--- config.mk ---
export PLATFORM = sky130hd
export DESIGN_NAME = alu12
export DESIGN_NICKNAME = d
export VERILOG_FILES = /design/src/rtl/alu12_pkg.sv /design/src/rtl/alu12_cla.sv /design/src/rtl/alu12_ctrl.sv /design/src/rtl/alu12_datapath.sv /design/src/rtl/alu12.sv
export SDC_FILE = /design/constraint.sdc
export NUM_CORES = 1
export LEC_CHECK = 0
export ABC_CLOCK_PERIOD_IN_PS = 5600
export CAP_MARGIN = 20
export CORE_MARGIN = 2
export CORE_UTILIZATION = 47
export DETAILED_ROUTE_END_ITERATION = 6
export PLACE_DENSITY = 0.9
export SYNTH_ARGS = -nofsm -noshare
export SYNTH_HDL_FRONTEND = slang
export SYNTH_HIERARCHICAL = 1
export SYNTH_SLANG_ARGS = --single-unit
--- constraint.sdc ---
create_clock -name vclk -period 5.6
set_input_delay 0.84 -clock vclk [all_inputs]
set_output_delay 0.84 -clock vclk [all_outputs]
set_load 0.005 [all_outputs]
--- src/rtl/alu12_pkg.sv ---
package alu12_pkg;

  typedef enum logic [2:0] {
    OP_AND = 3'b000,
    OP_OR  = 3'b001,
    OP_XOR = 3'b010,
    OP_NOT = 3'b011,
    OP_ADD = 3'b100,
    OP_SUB = 3'b101,
    OP_INC = 3'b110,
    OP_DEC = 3'b111
  } aluOp_t;

  typedef enum logic [1:0] {
    SRC_AND = 2'd0,
    SRC_OR  = 2'd1,
    SRC_XOR = 2'd2,
    SRC_SUM = 2'd3
  } srcSel_t;

  typedef enum logic [1:0] {
    B_PASS = 2'd0,
    B_INV  = 2'd1,
    B_ZERO = 2'd2,
    B_ONES = 2'd3
  } bMode_t;

  typedef struct packed {
    srcSel_t src;
    bMode_t  bMode;
    logic    carryIn;
    logic    arith;
  } aluCtrl_t;

endpackage

--- src/rtl/alu12_cla.sv ---
module alu12_cla #(
  parameter int W = 6
) (
  input  logic [W-1:0] aIn,
  input  logic [W-1:0] bIn,
  input  logic         cIn,
  output logic [W-1:0] sum,
  output logic [W:1]   carry
);
  logic [W-1:0] gen, prop;
  logic [W:0]   cl;

  assign gen = aIn & bIn;
  assign prop = aIn ^ bIn;

  // each carry is a flat sum of products of gen/prop and cIn, no chaining
  always_comb begin
    cl = '0;
    cl[0] = cIn;
    for (int k = 1; k <= W; k++) begin
      logic term;
      logic acc;
      term = cIn;
      for (int j = 0; j < k; j++) term = term & prop[j];
      acc = term;
      for (int j = 0; j < k; j++) begin
        term = gen[j];
        for (int m = j + 1; m < k; m++) term = term & prop[m];
        acc = acc | term;
      end
      cl[k] = acc;
    end
  end

  assign sum = prop ^ cl[W-1:0];
  assign carry = cl[W:1];

  always_comb begin

    cla_sum_chk: assert ({carry[W], sum} == ({1'b0, aIn} + {1'b0, bIn} + {{W{1'b0}}, cIn}));
  end
endmodule

--- src/rtl/alu12_ctrl.sv ---
module alu12_ctrl
  import alu12_pkg::*;
(
  input  logic [2:0] opSel,
  output aluCtrl_t   ctrl
);
  always_comb begin
    ctrl = '{src: SRC_AND, bMode: B_PASS, carryIn: 1'b0, arith: 1'b0};
    unique case (aluOp_t'(opSel))
      OP_AND: ctrl.src = SRC_AND;
      OP_OR:  ctrl.src = SRC_OR;
      OP_XOR: ctrl.src = SRC_XOR;
      OP_NOT: begin ctrl.src = SRC_XOR; ctrl.bMode = B_ONES; end
      OP_ADD: begin ctrl.src = SRC_SUM; ctrl.arith = 1'b1; end
      OP_SUB: begin ctrl.src = SRC_SUM; ctrl.bMode = B_INV;  ctrl.carryIn = 1'b1; ctrl.arith = 1'b1; end
      OP_INC: begin ctrl.src = SRC_SUM; ctrl.bMode = B_ZERO; ctrl.carryIn = 1'b1; ctrl.arith = 1'b1; end
      OP_DEC: begin ctrl.src = SRC_SUM; ctrl.bMode = B_ONES; ctrl.arith = 1'b1; end
      default: ;
    endcase
  end

  always_comb begin

    ctrl_arith_src_chk: assert (ctrl.arith == (ctrl.src == SRC_SUM));
  end
endmodule

--- src/rtl/alu12_datapath.sv ---
module alu12_datapath
  import alu12_pkg::*;
#(
  parameter int WIDTH = 12,
  parameter int SLICE = 6
) (
  input  logic [WIDTH-1:0] aIn,
  input  logic [WIDTH-1:0] bIn,
  input  aluCtrl_t         ctrl,
  output logic [WIDTH-1:0] result,
  output logic             ovf,
  output logic             carry,
  output logic             zero
);
  localparam int NSLICE = WIDTH / SLICE;

  logic [WIDTH-1:0] bEff, sumVal;
  logic [WIDTH:0]   carryAll;

  always_comb begin
    unique case (ctrl.bMode)
      B_PASS:  bEff = bIn;
      B_INV:   bEff = ~bIn;
      B_ZERO:  bEff = '0;
      default: bEff = '1;
    endcase
  end

  assign carryAll[0] = ctrl.carryIn;

  // lookahead slices chained by a ripple carry between them
  for (genvar s = 0; s < NSLICE; s++) begin : g_slice
    alu12_cla #(.W(SLICE)) u_cla (
      .aIn   (aIn[s*SLICE +: SLICE]),
      .bIn   (bEff[s*SLICE +: SLICE]),
      .cIn   (carryAll[s*SLICE]),
      .sum   (sumVal[s*SLICE +: SLICE]),
      .carry (carryAll[s*SLICE+1 +: SLICE])
    );
  end

  always_comb begin
    unique case (ctrl.src)
      SRC_AND: result = aIn & bEff;
      SRC_OR:  result = aIn | bEff;
      SRC_XOR: result = aIn ^ bEff;
      default: result = sumVal;
    endcase
  end

  assign ovf = ctrl.arith & (carryAll[WIDTH-1] ^ carryAll[WIDTH]);
  assign carry = ctrl.arith & carryAll[WIDTH];
  assign zero = (result == '0);

  always_comb begin
    if (ovf) begin

      ovf_sign_chk: assert ((aIn[WIDTH-1] == bEff[WIDTH-1]) && (result[WIDTH-1] != aIn[WIDTH-1]));
    end
  end
endmodule

--- src/rtl/alu12.sv ---
module alu12
  import alu12_pkg::*;
#(
  parameter int WIDTH = 12,
  parameter int SLICE = 6
) (
  input  logic [WIDTH-1:0] aIn,
  input  logic [WIDTH-1:0] bIn,
  input  logic [2:0]       opSel,
  output logic [WIDTH-1:0] aluOut,
  output logic             ovf,
  output logic             carry,
  output logic             zero
);
  aluCtrl_t ctrl;

  alu12_ctrl u_ctrl (
    .opSel (opSel),
    .ctrl  (ctrl)
  );

  alu12_datapath #(.WIDTH(WIDTH), .SLICE(SLICE)) u_dp (
    .aIn    (aIn),
    .bIn    (bIn),
    .ctrl   (ctrl),
    .result (aluOut),
    .ovf    (ovf),
    .carry  (carry),
    .zero   (zero)
  );

  always_comb begin
    if (!opSel[2]) begin

      no_logic_flags_chk: assert (!carry && !ovf);
    end
    if (opSel == OP_NOT) begin

      not_result_chk: assert (aluOut == ~aIn);
    end
    if (opSel == OP_INC) begin

      inc_result_chk: assert (aluOut == WIDTH'(aIn + 1'b1));
    end
    if (opSel == OP_SUB && aIn == bIn) begin

      sub_equal_chk: assert (zero && carry);
    end
  end
endmodule

### After elaboration in Yosys (flattened, before gate mapping)

Cells that the tools add are included.

| operators by class | value |
|---|---|
| reductions and logical operators | 8 |
| eq/ne operators | 11 |
| bitwise logic cells | 97 |
| muxes and demuxes | 6 |

Operators with widths:

| cell | count |
|---|---|
| 12-bit one-hot mux with 3 select lines | 2 |
| 1-bit bitwise AND | 44 |
| 1-bit OR | 42 |
| 6-bit XOR | 4 |
| 12-bit bitwise AND | 1 |
| 6-bit bitwise AND | 2 |
| 3-bit equality test (second input constant) | 4 |
| 12-bit logical NOT | 1 |
| 12-bit NOT | 1 |
| 12-bit OR | 1 |
| 12-bit XOR | 1 |
| 2-bit one-hot mux with 4 select lines | 1 |
| 3-bit by 2-bit equality test with 1-bit output (second input constant) | 2 |
| 2-bit one-hot mux with 3 select lines | 1 |
| 2-bit OR reduction | 3 |
| 2-bit by 1-bit equality test with 1-bit output (second input constant) | 2 |
| 2-bit equality test (second input constant) | 2 |
| 2-bit logical NOT | 2 |
| 4-bit OR reduction | 1 |
| 3-bit by 1-bit equality test with 1-bit output (second input constant) | 1 |
| 3-bit logical NOT | 1 |
| 1-bit 2-to-1 mux | 2 |
| 1-bit XOR | 1 |

| word-level totals | value |
|---|---|
| logic and storage cells | 122 |
| input port bits | 27 |
| bits in registers | 0 |

### Longest topological paths before layout

| depth | value |
|---|---|
| depth in word-level cells | 32 |
| depth in mapped cells | 19 |
| mapped depth without buffers | 18 |

### Modules after synthesis

Netlist, hierarchy kept.

By module, submodules not included:

| module | cells each | times used | area an instance (µm²) |
|---|---|---|---|
| alu12_datapath | 109 | 1 | 944.7 |
| alu12_cla | 27 | 2 | 250.2 |
| alu12_ctrl | 9 | 1 | 55.1 |

### Worst setup path before layout

OpenSTA, ideal clock, no wires.

| path | value |
|---|---|
| kind | input -> output |
| start point | input opSel[1] |
| end point | output zero |
| buffers on the path | 2 |
| path slack | -0.173 ns |
| cell stages on the path | 19 |
| data arrival time | 4.933 ns |
| required time | 4.760 ns |
| cells stage by stage | or2_4 and2_4 buf_4 buf_6 xnor2_1 ha_1 ha_1 o211ai_2 nand2_2 a31o_4 a21o_1 ha_1 o211ai_2 nand2_2 a21o_2 xor2_1 mux4_2 or4_1 nor4_2 |

RTL lines:

| what | line | source |
|---|---|---|
| start, declared | alu12.sv:9 | `input logic [2:0] opSel,` |
| end, declared | alu12.sv:13 | `output logic zero` |

==> impl_results.md <==
- Crit path max-delay family: simple AND/OR/NAND/NOR gates
- ANT nets after route: 0
- Layout clock buffer count: 0
- Area Growth Syn to Fin: 62.7%
- Vias per cell: about 5.3
- Nets: ~310
- Placed insts: 288
- Die ar.: 3640 um^2
- Peak supply drop: between 0.08 and 0.09 mV
- Worst slew margin: a little over half
- Post-Route WL: 4650 um
- First-pass GRT wire length: around 7200 um
- Synth warnings: 6
- Syn avg cell area: 8.78 um^2
- # setup viols final: 0
- Outcome: complete, no violations
- DR vias: 1592
- Worst setup margin: between 0.06 and 0.07 ns
- Design area: roughly 2400 um^2
- DRC viols: 0
- Post-place setup slack: -0.800 ns
- Aggregate global routing overflow: 0
- Seq Cell Count: 0
- Largest net degree at the start of global routing: 18
- Vias in the first global route: 1605
- Final Hold Vio Count: 0
- Non-filler cells, final: 301
- Layout cells sized above 1: 36.2%
- Crit path kind: primary input to output pin
- Cell Pwr Density: 167 nW/um^2
- Drt pass-1 iters: 4
- Crit path launch type: primary input
- Synth Instances: 170
- Die Ht: 60.4 um
- Starting density of the core: 49.3%
- Worst Tran Pin Value: 0.719 ns
- Net Count, Synth: 225
- RSZ-0062 raised after global routing: yes
- Hold-fix buffers at CTS: 0
- Die X: about 60 um
- WP data arrival: 4.69 ns
- Gr usage total: 26.3%
- Number of DRC markers in iteration 0: 178
- Post-detail-place hpwl: 3260 um
- Ports: between 40 and 50
- # fillers: between 150 and 200
- Slowest CP cell: mux4_2
- Area of the multi-input gates: 1510 um^2
- Crit path required time: 4.76 ns
- Critical-path cell list: buf_8, or2_4, and2_4, xnor2_2, ha_1, ha_2, o211ai_2, nand2_2, a31o_4, a21o_1, ha_2, o211ai_2, nand2_2, buf_4, a21o_2, xor2_1, mux4_2, or4_4, nor4_2, buf_2
- Average routed wire per standard cell: roughly 15 um
- Total Power: around 400 uW
- Util after Layout: 80.2%
- Final antenna diode count: 0
- Placed cell areas: 2240 um^2
- CORE AREA: 3030 um^2
- Initial antenna violation count: 0
- CP Capture Type: output pin
- Sequential cell area: 0 um^2
- Crit path max fanout: 4
- Hold crit path type: primary input to output pin
- Crit path buf inv count: 3
- Worst path max stage delay: 0.49 ns
- Max Slew Vio Count: 0
- Max frequency: 181 MHz
- Placer Congestion: 0.870
- Max cap viols: 0
- Final Critical Period: 5.53 ns
- Leakage Power: 1.15 nW
- Row cnt: 20
- Mapped Area: 1490 um^2
- Final period util: 98.8%
- Port bufs: 42
## stage by stage
step	hold WS, ns	setup TNS, ns
2_1_floorplan	1.87	0
3_3_place_gp	2.84	-0.805
5_1_grt	2.58	-0.0405
3_5_place_dp	2.85	-1.12
4_1_cts	2.53	-0.00520
6_report	2.53	0
## worst min-delay path, stage by stage
cell,delay (ns)
buf_8,0.07
buf_4,0.09
buf_4,0.09
and2_1,0.11
clkdlybuf4s50_1,0.49
## cell type report
cell class | count | area share [%]
inverters | 10 | 1.55
multi-input cells | 151 | 62.0
well taps | 44 | 2.27
repair buffers | 96 | 34.2
## per-layer routing
| metal | vias up | part of all wire [%] | routed length (um) | track usage, % |
|---|---|---|---|---|
| li1 | 772 | - | - | - |
| met5 | - | 0 | 0 | 0 |
| met1 | 763 | 41 | 1920 | 31.6 |
| met3 | 6 | 3.3 | 154 | 0.426 |
| met4 | 0 | 1.4 | 63 | 5.40 |
| met2 | 51 | 54 | 2510 | 52.0 |
## cell usage in the layout (no fill, tap or decap), drive strengths merged, types with 5 or more instances in the layout
| master | n |
|---|---|
| a21o | 8 |
| ha | 26 |
| nor2 | 8 |
| nand2b | 19 |
| buf | 59 |
| a21oi | 5 |
| xnor2 | 26 |
| clkdlybuf4s50 | 36 |
| inv | 10 |
| nand2 | 5 |
| mux4 | 7 |
| xor2 | 10 |
| or2 | 8 |
## power by group
group          total [mW]  switching (mW)  internal [mW]
clock network           0               0              0
logic               0.405           0.165          0.240
registers               0               0              0
total               0.405           0.165          0.240
## timing repair
item / in CTS / in global routing
setup buffers: 11 / 2
hold endpoints to repair: 0 / 0
pin swaps: 19 / 8
endpoints found under the setup margin: 4 / 1
gates resized for setup: 29 / 3
gates cloned: 0 / 0
## path summary, 6_finish.rpt
check	from	end	slack [ns]	cells past startpoint
setup / recovery	opSel[2]	zero	0.07	20
hold / removal	opSel[2]	ovf	2.53	5
(Power assumes the default switching activity.)
